==> config.mk <==
export PLATFORM = sky130hd
export DESIGN_NAME = hyst_bit_recovery
export DESIGN_NICKNAME = d
export VERILOG_FILES = /design/src/rtl/hbr_pkg.sv /design/src/rtl/hbr_level_slicer.sv /design/src/rtl/hbr_bit_timer.sv /design/src/rtl/hyst_bit_recovery.sv
export SDC_FILE = /design/constraint.sdc
export NUM_CORES = 1
export LEC_CHECK = 0
export ABC_AREA = 1
export BUFFER_PORTS_ARGS = -buffer_cell sky130_fd_sc_hd__buf_2
export CAP_MARGIN = 10
export CORE_UTILIZATION = 46
export DETAILED_ROUTE_END_ITERATION = 12
export HOLD_SLACK_MARGIN = 0.1
export MAX_ROUTING_LAYER = met4
export PLACE_DENSITY = 0.7
export SYNTH_ARGS = -nofsm -noshare
export SYNTH_HDL_FRONTEND = slang
export SYNTH_SLANG_ARGS = --single-unit
export TNS_END_PERCENT = 100
==> constraint.sdc <==
create_clock -name clk -period 4.9 [get_ports clk]
set_input_delay 0.98 -clock clk [delete_from_list [all_inputs] [get_ports clk]]
set_output_delay 0.98 -clock clk [all_outputs]
set_load 0.01 [all_outputs]
==> src/rtl/hbr_pkg.sv <==
package hbr_pkg;
   // Fixed decision midpoint of the line, in mV
   localparam int MIDPOINT_MV     = 5500;
   localparam int DEF_HYS_MV      = 6000;
   localparam int DEF_BIT_LEN     = 40;
   localparam int DEF_SMP_W       = 16;
   localparam int DEF_HYS_W       = 16;
   localparam int DEF_CNT_W       = 16;

   typedef struct packed {
      logic above;
      logic below;
      logic in_band;
   } cmp_res_t;
endpackage

==> src/rtl/hbr_level_slicer.sv <==
module hbr_level_slicer
   import hbr_pkg::*;
#(
   parameter int SMP_W = DEF_SMP_W,
   parameter int HYS_W = DEF_HYS_W
) (
   input  logic                    clk,
   input  logic                    rst,
   input  logic                    smp_vld_i,
   input  logic signed [SMP_W-1:0] smp_i,
   input  logic [HYS_W-1:0]        hys_i,
   output logic                    level_q_o,
   output logic                    level_n_o,
   output logic                    edge_o,
   output logic                    blank_q_o
);
   localparam int DW = ((SMP_W > HYS_W) ? SMP_W : HYS_W) + 2;

   generate
      if (SMP_W < 15 || SMP_W > 30) begin : g_bad_smp_w
         $error("SMP_W must hold the midpoint and stay below 31 bits");
      end
      if (HYS_W < 2 || HYS_W > 30) begin : g_bad_hys_w
         $error("HYS_W out of range");
      end
   endgenerate

   logic signed [DW-1:0] diff;
   logic signed [DW-1:0] half;
   cmp_res_t             cmp;
   logic                 level_q;
   logic                 blank_q;

   always_comb begin
      diff        = DW'(smp_i) - DW'(MIDPOINT_MV);
      half        = DW'({1'b0, hys_i[HYS_W-1:1]});
      cmp.above   = diff > half;
      cmp.below   = diff < -half;
      cmp.in_band = !(cmp.above || cmp.below);
   end

   always_comb begin
      level_n_o = level_q;
      if (cmp.above)      level_n_o = 1'b1;
      else if (cmp.below) level_n_o = 1'b0;
   end

   assign edge_o    = smp_vld_i && (level_n_o != level_q);
   assign level_q_o = level_q;
   assign blank_q_o = blank_q;

   always_ff @(posedge clk) begin
      if (rst) begin
         level_q <= 1'b0;
         blank_q <= 1'b0;
      end else begin
         blank_q <= smp_vld_i && cmp.in_band;
         if (smp_vld_i) level_q <= level_n_o;
      end
   end

   // an in-band sample never moves the stored level
   assert_band_keeps_level_R3: assert property (@(posedge clk) disable iff (rst)
      (smp_vld_i && cmp.in_band) |=> $stable(level_q));
   // a sample above the band forces level 1, below forces 0
   assert_above_sets_R2: assert property (@(posedge clk) disable iff (rst)
      (smp_vld_i && cmp.above) |=> level_q);
   assert_below_clears_R2: assert property (@(posedge clk) disable iff (rst)
      (smp_vld_i && cmp.below) |=> !level_q);
   // idle cycles keep the level
   assert_idle_level_R10: assert property (@(posedge clk) disable iff (rst)
      !smp_vld_i |=> $stable(level_q) && !blank_q);
endmodule

==> src/rtl/hbr_bit_timer.sv <==
module hbr_bit_timer
   import hbr_pkg::*;
#(
   parameter int CNT_W = DEF_CNT_W
) (
   input  logic             clk,
   input  logic             rst,
   input  logic             smp_vld_i,
   input  logic             edge_i,
   input  logic             level_i,
   input  logic [CNT_W-1:0] len_i,
   output logic             bit_vld_o,
   output logic             bit_o
);
   localparam logic [CNT_W-1:0] CNT_MAX = {CNT_W{1'b1}};

   generate
      if (CNT_W < 4 || CNT_W > 31) begin : g_bad_cnt_w
         $error("CNT_W out of range");
      end
   endgenerate

   logic [CNT_W-1:0] run_q, commit_q;
   logic [CNT_W:0]   run_inc, commit_sum;
   logic             run_sat, due;
   logic             bit_vld_q, bit_q;

   always_comb begin
      run_inc    = {1'b0, run_q} + 1'b1;
      commit_sum = {1'b0, commit_q} + {1'b0, len_i};
      run_sat    = (run_q == CNT_MAX);
      due        = !run_sat && (run_inc >= {1'b0, commit_q});
   end

   always_ff @(posedge clk) begin
      if (rst) begin
         run_q     <= '0;
         commit_q  <= '0;
         bit_vld_q <= 1'b0;
         bit_q     <= 1'b0;
      end else begin
         bit_vld_q <= 1'b0;
         if (smp_vld_i) begin
            if (edge_i) begin
               run_q    <= '0;
               commit_q <= len_i >> 1;
            end else begin
               if (!run_sat) run_q <= run_inc[CNT_W-1:0];
               if (due) begin
                  commit_q  <= commit_sum[CNT_W] ? CNT_MAX : commit_sum[CNT_W-1:0];
                  bit_vld_q <= 1'b1;
                  bit_q     <= level_i;
               end
            end
         end
      end
   end

   assign bit_vld_o = bit_vld_q;
   assign bit_o     = bit_q;

   // an edge sample emits nothing and restarts the run
   assert_edge_no_bit_R5: assert property (@(posedge clk) disable iff (rst)
      (smp_vld_i && edge_i) |=> !bit_vld_q && (run_q == '0));
   // a saturated run stays saturated and silent until an edge
   assert_run_saturates_R7: assert property (@(posedge clk) disable iff (rst)
      (smp_vld_i && !edge_i && run_sat) |=> (run_q == CNT_MAX) && !bit_vld_q);
   // idle cycles leave both counters alone
   assert_idle_counters_R10: assert property (@(posedge clk) disable iff (rst)
      !smp_vld_i |=> $stable(run_q) && $stable(commit_q) && !bit_vld_q);
   // an emitted bit moves the committed length forward
   assert_commit_grows_R6: assert property (@(posedge clk) disable iff (rst)
      (smp_vld_i && !edge_i && due && len_i != '0 && commit_q != CNT_MAX)
         |=> commit_q > $past(commit_q));
endmodule

==> src/rtl/hyst_bit_recovery.sv <==
module hyst_bit_recovery
   import hbr_pkg::*;
#(
   parameter int SMP_W = DEF_SMP_W,
   parameter int HYS_W = DEF_HYS_W,
   parameter int CNT_W = DEF_CNT_W
) (
   input  logic                    clk,
   input  logic                    rst,
   input  logic                    smp_vld_i,
   input  logic signed [SMP_W-1:0] smp_mv_i,
   input  logic [HYS_W-1:0]        hys_mv_i,
   input  logic [CNT_W-1:0]        bit_len_i,
   output logic                    bit_vld_o,
   output logic                    bit_o,
   output logic                    blank_o
);
   logic level_q, level_n, edge_s;

   hbr_level_slicer #(.SMP_W(SMP_W), .HYS_W(HYS_W)) slicer_i (
      .clk       (clk),
      .rst       (rst),
      .smp_vld_i (smp_vld_i),
      .smp_i     (smp_mv_i),
      .hys_i     (hys_mv_i),
      .level_q_o (level_q),
      .level_n_o (level_n),
      .edge_o    (edge_s),
      .blank_q_o (blank_o)
   );

   hbr_bit_timer #(.CNT_W(CNT_W)) timer_i (
      .clk       (clk),
      .rst       (rst),
      .smp_vld_i (smp_vld_i),
      .edge_i    (edge_s),
      .level_i   (level_n),
      .len_i     (bit_len_i),
      .bit_vld_o (bit_vld_o),
      .bit_o     (bit_o)
   );

   // no output activity follows an idle cycle
   assert_idle_quiet_R4: assert property (@(posedge clk) disable iff (rst)
      !smp_vld_i |=> !bit_vld_o && !blank_o);
   // an emitted bit carries the level that was stored
   assert_bit_is_level_R6: assert property (@(posedge clk) disable iff (rst)
      bit_vld_o |-> (bit_o == level_q));
endmodule

# ---- Yosys cells after proc, flatten, opt, wreduce, memory -nomap -nowiden
# Cells that the tools add are included.
dict set report word_totals {
  out_inout_bits 3
  ff_bits 36
  word_cells 37
}
dict set report classes {
  bitwise_logic 2
  n_reduce_logical 11
  n_lt_le_gt_ge 3
  eq_ne 3
  n_mux 8
  n_addsub 4
}
# op count
set ops {}
lappend ops {{16-bit two-way mux} 5}
lappend ops {{18-bit by 16-bit greater-than comparator with 1-bit output} 1}
lappend ops {{18-bit < comparator} 1}
lappend ops {{15-bit negation with 18-bit output} 1}
lappend ops {{16-bit by 1-bit adder with 17-bit output (second input constant)} 1}
lappend ops {{16-bit by 16-bit adder with 17-bit output} 1}
lappend ops {{17-bit by 16-bit greater-or-equal comparator with 1-bit output} 1}
lappend ops {{16-bit by 14-bit subtractor with 17-bit output (second input constant)} 1}
lappend ops {{16-bit == test (second input constant)} 1}
lappend ops {{2-bit AND reduction} 2}
lappend ops {{1-bit logical AND} 3}
lappend ops {{1-bit two-way mux} 3}
lappend ops {{3-bit AND reduction} 1}
lappend ops {{3-bit OR reduction} 1}
lappend ops {{1-bit logical NOT} 2}
lappend ops {{2-bit != test (second input constant)} 1}
lappend ops {{1-bit inverter} 2}
lappend ops {{2-bit nonzero test} 1}
lappend ops {{1-bit logical OR} 1}
lappend ops {{1-bit != test} 1}

# ---- Depth between registers and ports, before layout
# Gate-level depths: netlist of the first run.
dict set report depth {
  word_depth 8
  ltp_mapped 28
  ltp_nobuf 27
}

# ---- Cells and area by module
# From an unflattened synthesis of the first run, not the netlist that was laid out.
dict set report hier_totals {
  cells_unflattened 835
  area_unflattened_um2 4937.2
}
# module area_each_um2 cells_per_inst instances
set modules_own_cells {}
lappend modules_own_cells {hbr_bit_timer 3286.9 550 1}
lappend modules_own_cells {hbr_level_slicer 1650.3 285 1}

# ---- Worst setup path after synthesis of the first run
# No wires, ideal clock.
dict set report synth_path {
  kind {input to register}
  start {input port hys_mv_i[1]}
  end {register timer_i.run_q[11]}
  slack_ns 0.890
  arrival_time_ns 3.895
  required_ns 4.785
  stages 25
  setup_time_ns 0.115
  n_path_buf 2
  cell_sequence {inv_1 -> ha_1 -> nand3_1 -> nor3_1 -> nand3_1 -> nor3_1 -> inv_1 -> nor4_1 -> nand2_1 -> xor2_1 -> ha_1 -> nand2_1 -> nand3b_1 -> nor2_1 -> nor2_2 -> nand2_1 -> nand2_1 -> nand2_2 -> nand3_4 -> nand2_4 -> nand2_4 -> buf_6 -> nand2_2 -> buf_6 -> nor2_1}
}
dict set report synth_via {
  elab_chain_cells 8
}
# item line
set synth_rtl {}
lappend synth_rtl {{start, declared} hyst_bit_recovery.sv:12} ;# input logic [HYS_W-1:0] hys_mv_i,
lappend synth_rtl {{15-bit negation with 18-bit output} hbr_level_slicer.sv:38} ;# cmp.below = diff < -half;
lappend synth_rtl {{18-bit < comparator} hbr_level_slicer.sv:38}
lappend synth_rtl {{1-bit two-way mux} hbr_level_slicer.sv:45} ;# else if (cmp.below) level_n_o = 1'b0;
lappend synth_rtl {{1-bit two-way mux (*)} hbr_level_slicer.sv:44} ;# if (cmp.above) level_n_o = 1'b1;
lappend synth_rtl {{1-bit != test (*)} hbr_level_slicer.sv:48} ;# assign edge_o = smp_vld_i && (level_n_o != level_q);
lappend synth_rtl {{1-bit logical AND (*)} hbr_level_slicer.sv:48}
lappend synth_rtl {{2-bit != test (no source line)} --}
lappend synth_rtl {{2-bit AND reduction (no source line)} --}
lappend synth_rtl {{end signal, assigned} hbr_bit_timer.sv:48} ;# if (!run_sat) run_q <= run_inc[CNT_W-1:0];
lappend synth_rtl {{end, declared} hbr_bit_timer.sv:23} ;# logic [CNT_W-1:0] run_q, commit_q;
# Mark *: on every way between the ends. The rest lies on a longest branch, timed or not.
# A chain may end at the register's enable or synchronous reset.

# ---- Worst setup path after layout of the first run
dict set report layout_path {
  start {input port hys_mv_i[1]}
  end {register timer_i.commit_q[13]}
}
dict set report layout_via {
  elab_chain_cells 8
}
# item line
set layout_rtl {}
lappend layout_rtl {{15-bit negation with 18-bit output} hbr_level_slicer.sv:38}
lappend layout_rtl {{18-bit < comparator} hbr_level_slicer.sv:38}
lappend layout_rtl {{1-bit two-way mux} hbr_level_slicer.sv:45}
lappend layout_rtl {{1-bit two-way mux (*)} hbr_level_slicer.sv:44}
lappend layout_rtl {{1-bit != test (*)} hbr_level_slicer.sv:48}
lappend layout_rtl {{1-bit logical AND (*)} hbr_level_slicer.sv:48}
lappend layout_rtl {{2-bit nonzero test (no source line)} --}
lappend layout_rtl {{2-bit AND reduction (no source line)} --}
lappend layout_rtl {{end signal, assigned} hbr_bit_timer.sv:46} ;# commit_q <= len_i >> 1;
lappend layout_rtl {{end signal, assigned} hbr_bit_timer.sv:50} ;# commit_q <= commit_sum[CNT_W] ? CNT_MAX : commit_sum[CNT_W-1:0];
lappend layout_rtl {{end, declared} hbr_bit_timer.sv:23}
# Marks and branches as above.

==> results of run 1 <==
[synth_stat cells, types with 3 or more instances]
| cell type | instances | area (sq um) |
|---|---|---|
| or2_2 | 3 | 18.8 |
| nand3b_1 | 4 | 30.0 |
| xnor2_1 | 7 | 61.3 |
| a21oi_2 | 8 | 70.1 |
| inv_1 | 115 | 432 |
| nand2_2 | 5 | 31.3 |
| o21ai_2 | 11 | 96.3 |
| a21o_1 | 4 | 30.0 |
| nor2_2 | 8 | 50.1 |
| xor2_1 | 36 | 315 |
| nand3_2 | 6 | 60.1 |
| nand3_1 | 37 | 185 |
| nor3_1 | 8 | 40.0 |
| o31ai_1 | 3 | 22.5 |
| nand4_1 | 4 | 25.0 |
| nand2_1 | 179 | 672 |
| nor2_4 | 4 | 45.0 |
| dfxtp_1 | 36 | 721 |
| a21oi_1 | 48 | 240 |
| nand2_8 | 3 | 60.1 |
| ha_1 | 62 | 776 |
| nor2_1 | 66 | 248 |
| inv_2 | 3 | 11.3 |
| o21ai_0 | 19 | 95.1 |
[per-stage QoR]
| step | instance area, sq um | std cells | util | hold WS, ns |
|---|---|---|---|---|
| after global routing | 5100 | 896 | 0.522 | 0.503 |
| after CTS | 5090 | 896 | 0.521 | 0.462 |
| final | 5100 | 896 | 0.522 | 0.464 |
| after floorplan | 4630 | 711 | - | 0.456 |
| after detailed placement | 5010 | 889 | 0.513 | 0.451 |
| after global placement | 5010 | 889 | 0.513 | 0.454 |
[tightest hold or removal path, delay by kind of cell, from the launching register on]
| kind | cells | cell delay, ns |
|---|---|---|
| and+or+nand+nor | 1 | 0.06 |
| AOI/OAI and AO/OA | 1 | 0.05 |
| DFF | 1 | 0.31 |
[cell type report]
type | count | area [sq um]
clock buffers | 6 | 72.6
clock inverters | 1 | 5.00
fillers | 976 | 4680
inverters | 119 | 454
multi-input cells | 548 | 3400
flip-flops and latches | 36 | 721
well taps | 133 | 166
repair buffers | 53 | 280
[how the worst min path moves through the flow]
stage | from | endpoint | slack [ns] | depth (start not counted)
after floorplan | timer_i.commit_q[12]$_SDFFE_PP0P_ | timer_i.commit_q[12]$_SDFFE_PP0P_ | 0.46 | 2
after global placement | timer_i.bit_o$_SDFFE_PP0P_ | timer_i.bit_o$_SDFFE_PP0P_ | 0.45 | 2
after detailed placement | timer_i.bit_o$_SDFFE_PP0P_ | timer_i.bit_o$_SDFFE_PP0P_ | 0.45 | 2
after CTS | timer_i.bit_o$_SDFFE_PP0P_ | timer_i.bit_o$_SDFFE_PP0P_ | 0.46 | 2
after global routing | timer_i.bit_o$_SDFFE_PP0P_ | timer_i.bit_o$_SDFFE_PP0P_ | 0.50 | 2
final | timer_i.bit_o$_SDFFE_PP0P_ | timer_i.bit_o$_SDFFE_PP0P_ | 0.46 | 2
[sequential cells by signal (all words and copies together) (netlist names)]
register and count:
timer_i.run_q 16, timer_i.bit_vld_o 1, timer_i.commit_q 16, slicer_i.blank_q_o 1
timer_i.bit_o 1, slicer_i.level_q_o 1
[report_power, final]
group	internal (mW)	leakage (nW)	switching, mW	total, mW
combinational	0.395	2.33	0.607	1.00
sequential	0.352	0.293	0.0612	0.413
clock	0.0967	0.0410	0.106	0.203
[cell families (layout without fill, tap and decap cells)]
kind of cell,count (synthesis),after routing,share of synthesized area
and+or+nand+nor,336,336,0.337
buffers and inverters,127,179,0.112
AOI/OAI and AO/OA,106,106,0.142
adders and majority gates,63,63,0.172
xor gates and xnor gates,43,43,0.0813
DFF,36,36,0.156
[per-layer routing]
layer	part of all wire	wire, um	up-vias	GRT usage
li1	-	-	2380	-
met1	0.51	5190	1858	0.287
met2	0.45	4630	72	0.346
met3	0.037	384	7	0.0205
met4	0.0070	72	0	0.0385
met5	0	0	-	-
==> flow_summary.yaml, run 1 <==
worst_setup_path:
  cpMostUsedCell: "nand2_1"
  setup.worst_path.end: "timer_i.commit_q[13]$_SDFFE_PP0P_"
  worstSetupStartpointType: "input pin"
  endpoint_kind: "register"
  setup.reg_to_reg.worst_slack_ns: 1.35
  r2r-start: "timer_i.run_q[0]$_SDFFE_PP0P_"
  worst_setup_path_startpoint: "hys_mv_i[1]"
  worstSetupPathDepth: 26
  crit_buf_inv: 4
  cp_slowest_cell: "nor3_1"
  timing.critical_path.max_delay_family: "simple AND/OR/NAND/NOR gates"
  worstPathMaxFanout: 19
  crit_required_ns: 5.08
  worst-endpoint-arrival_ns: 4.58
  max_stage_delay_ns: 0.29
  timing.rr.end: "timer_i.commit_q[13]$_SDFFE_PP0P_"
  critPathKind: "in -> reg"
  worst-r2r-cell-count: 25
finish:
  most-common-layout-cells: "nand2_1, inv_1, nor2_1"
  diode_insertion_count_for_antenna_repair: 0
  nets: 877
  final_common_cell: "nand2_1"
  drive_gt1_frac: 0.155
  area_growth_syn_to_layout_pct: 10.0
drt:
  drt_pre_antenna_iters: 4
  vias: 4317
  postRouteAntennaNets: 0
  drcViolationCount: 0
  routed_wirelength_mm: 10.3
  detail_route.vias_per_cell: 4.82
  detailedRoute.firstIterationViolations: 117
  drt-wirelength-per-cell_um: 11.5
yosys:
  synthesis.area_sq_um: 4630
  syn-mean-instance-area_sq_um: 6.51
  ys_types: 48
  synth_top_flop_cell: "dfxtp_1"
  ys_async_sr_fraction: 0
  synth_nets: 825
  post_synthesis_sequential_element_count: 36
  synthesis.yosys.warnings: 0
  synth_edf_count: 0
  synth-seq-area-share: 0.156
  netlist_instances: 711
clocking:
  ctsHtreeMaxLevel: 2
  clkSinkCount: 36
  clock_tree.buffer_depth: 2
  cts_setup_buffers: 0
  cts_root_buffer: "clkbuf_8"
  post_cts_resize_count: 0
  cts_tree: "built"
  numCtsBuffers: 5
  cts_hold_buf: 0
  path_clk_slew_ns: 0.07
  clock_insertion_delay_worst_skew_ns: 0.29
power_and_ir_drop:
  p_leak_nw: 2.67
  finalPower_mw: 1.62
  irDropWorstVdd_v: 0.000174
  cellPowerDensity_nw_per_um2: 318
timing:
  grt_setup_unrepaired: "false"
  final_max_slew_viol_count: 0
  setup_total_negative_slack_ns: 0
  max_clock_freq_mhz: 227
  timing_worst_slew_pin_value_ns: 0.643
  finClkSkew_ns: 0.0131
  timing.max_slew.rel_slack: 0.571
  final_count_of_negative_setup_slack_endpoints: 0
  postLayoutSetupSlackWorst_ns: 0.497
  count_of_endpoints_failing_hold_in_the_final_timing_report: 0
  final.min_clock_period_ns: 4.40
  final_min_period_over_clock_period: 0.899
status:
  outcome: "completed"
worst_hold_path:
  min-delay-path-class: "reg -> reg"
place:
  detailed_place_hpwl_mm: 8.48
  place_congestion: 0.910
  detailedPlace.worstSlack_ns: 0.119
  placement.io_buffers: 52
global_routing:
  number_of_global_route_vias_before_repair: 4039
  grt_first_pass_wirelength_mm: 17.5
  track_usage: 0.213
  antenna_found_initial: 0
  grt-ovfl-total: 0
  maximum_number_of_pins_on_one_net_before_global_route_repair: 22
job:
  cap_viol_max_count: 0
die:
  die_y_um: 102
  initial_core_util: 0.474
  coreArea_sq_um: 9770
  dieWidth_um: 102
  core.rowCount: 36
  dieArea_sq_um: 10500
  ios: 54
Power figures use the tool's default switching activity.
==> run 2: changes to the inputs <==
Clock period 4.9 ns to 4.79 ns, I/O delays scaled along.
==> run 2 against run 1 <==
First-iteration DRC count up 33%. Power increased by 2.8%. Final cell count is the same. Clock skew down 0.0088 ns. Largest power group unchanged. Global-route usage up 0.61 points. Non-clock buffer count is the same. Largest cell class unchanged. Critical path type unchanged. Cell area is essentially flat. Clock power rose by 4%. Count of clock-buffer cells in the layout is the same. Flip-flop and latch count is the same. Core utilization is 0.051 points higher.
==> flow_summary.yaml, run 2 (synthesis results as in run 1) <==
power_and_ir_drop:
  irDropWorstVdd_v: 0.000160
  finalPower_mw: 1.66
  cellPowerDensity_nw_per_um2: 326
  p_leak_nw: 2.67
drt:
  postRouteAntennaNets: 0
  vias: 4440
  drt_pre_antenna_iters: 7
  drt-wirelength-per-cell_um: 11.8
  detailedRoute.firstIterationViolations: 156
  detail_route.vias_per_cell: 4.96
  routed_wirelength_mm: 10.6
  drcViolationCount: 0
place:
  detailed_place_hpwl_mm: 8.71
  numPlacedInstances: 889
  placement.io_buffers: 52
  place_congestion: 0.911
timing:
  finClkSkew_ns: 0.00433
  grt_setup_unrepaired: "false"
  timing.hold.ws_ns: 0.465
  max_clock_freq_mhz: 234
  final_max_slew_viol_count: 0
  setup_total_negative_slack_ns: 0
  final.min_clock_period_ns: 4.28
  final_min_period_over_clock_period: 0.893
  timing_worst_slew_pin_value_ns: 0.633
  count_of_endpoints_failing_hold_in_the_final_timing_report: 0
  final_count_of_negative_setup_slack_endpoints: 0
  timing.max_slew.rel_slack: 0.577
global_routing:
  grt-ovfl-total: 0
  grt_first_pass_wirelength_mm: 17.9
  maximum_number_of_pins_on_one_net_before_global_route_repair: 22
  track_usage: 0.219
  number_of_global_route_vias_before_repair: 4149
  antenna_found_initial: 0
worst_setup_path:
  cpMostUsedCell: "nand2_1"
  crit_required_ns: 5.00
  endpoint_kind: "register"
  worstSetupStartpointType: "input pin"
  worstPathMaxFanout: 12
  cp_slowest_cell: "nor3_1"
  timing.critical_path.max_delay_family: "simple AND/OR/NAND/NOR gates"
  worst-endpoint-arrival_ns: 4.49
  critPathKind: "in -> reg"
  crit_buf_inv: 4
  max_stage_delay_ns: 0.28
die:
  core.rowCount: 36
  die_y_um: 102
  initial_core_util: 0.474
  dieArea_sq_um: 10500
  coreArea_sq_um: 9770
  ios: 54
  dieWidth_um: 102
finish:
  area_growth_syn_to_layout_pct: 10.2
  most-common-layout-cells: "nand2_1, inv_1, nor2_1"
  top_regs: "timer_i.commit_q (16), timer_i.run_q (16)"
  nets: 877
  diode_insertion_count_for_antenna_repair: 0
  number_of_cells_in_the_finished_layout_apart_from_fillers: 896
  drive_gt1_frac: 0.156
  final_common_cell: "nand2_1"
clocking:
  clkSinkCount: 36
  post_cts_resize_count: 0
  cts_hold_buf: 0
  numCtsBuffers: 5
  cts_tree: "built"
  clock_tree.buffer_depth: 2
  clock_insertion_delay_worst_skew_ns: 0.30
  cts_setup_buffers: 0
  cts_root_buffer: "clkbuf_8"
  path_clk_slew_ns: 0.07
  ctsHtreeMaxLevel: 2
status:
  outcome: "completed"
worst_hold_path:
  min-delay-path-class: "reg -> reg"
job:
  cap_viol_max_count: 0
run 2: power by group:
part | total (mW) | internal, mW | switching [mW] | leakage [nW]
Sequential | 0.422 | 0.360 | 0.0617 | 0.293
Clock | 0.212 | 0.0990 | 0.113 | 0.0410
Combinational | 1.03 | 0.405 | 0.626 | 2.33
Total | 1.66 | 0.865 | 0.800 | 2.67
run 2: worst paths after layout:
kind,start,end,slack (ns),depth (start not counted)
max,hys_mv_i[1],timer_i.commit_q[15]$_SDFFE_PP0P_,0.51,26
min,timer_i.bit_o$_SDFFE_PP0P_,timer_i.bit_o$_SDFFE_PP0P_,0.46,2
max reg2reg,timer_i.run_q[0]$_SDFFE_PP0P_,timer_i.commit_q[13]$_SDFFE_PP0P_,1.31,25
min reg2reg,timer_i.bit_o$_SDFFE_PP0P_,timer_i.bit_o$_SDFFE_PP0P_,0.46,2
run 2: routing by layer:
metal,routed length [um],global-route usage,vias up
met1,5240,0.287,1983
met4,66,0.0516,0
li1,-,-,2385
met5,0,-,-
met2,4950,0.361,67
met3,340,0.0198,5
run 2: final cells by class:
type                            instances  area, sq um
Fill cell                             994         4670
Clock buffer                            6         72.6
Timing Repair Buffer                   53          280
Tap cell                              133          166
Inverter                              119          454
Clock inverter                          1         5.00
Sequential cell                        36          721
Multi-Input combinational cell        548         3400
run 2: worst reg2reg max path, cell delays in order (launching register included):
cell and delay, ns:
dfxtp_1 0.41, ha_1 0.22, nand2_2 0.08, nor2_4 0.11
nand3_2 0.11, nor3b_4 0.23, nand3_2 0.11, nor2_2 0.11
nand2_2 0.08, xor2_1 0.22, inv_1 0.08, ha_1 0.29
nand2_1 0.08, inv_1 0.05, nand3_1 0.07, o21bai_1 0.17
o2111ai_1 0.08, nand2_1 0.07, nand2_1 0.06, nand2_1 0.05
nand2_1 0.14, nand2_8 0.11, nand2_8 0.18, inv_2 0.10
nor2_1 0.11, nor2_1 0.04
run 2: per-stage QoR:
step | util | worst slack (ns) | area, sq um
final | 0.522 | 0.512 | 5100
after global routing | 0.522 | 0.0457 | 5100
after CTS | 0.521 | 0.311 | 5090
after detailed placement | 0.513 | 0.0309 | 5010
after global placement | 0.513 | 0.174 | 5010
after floorplan | - | 0.802 | 4630
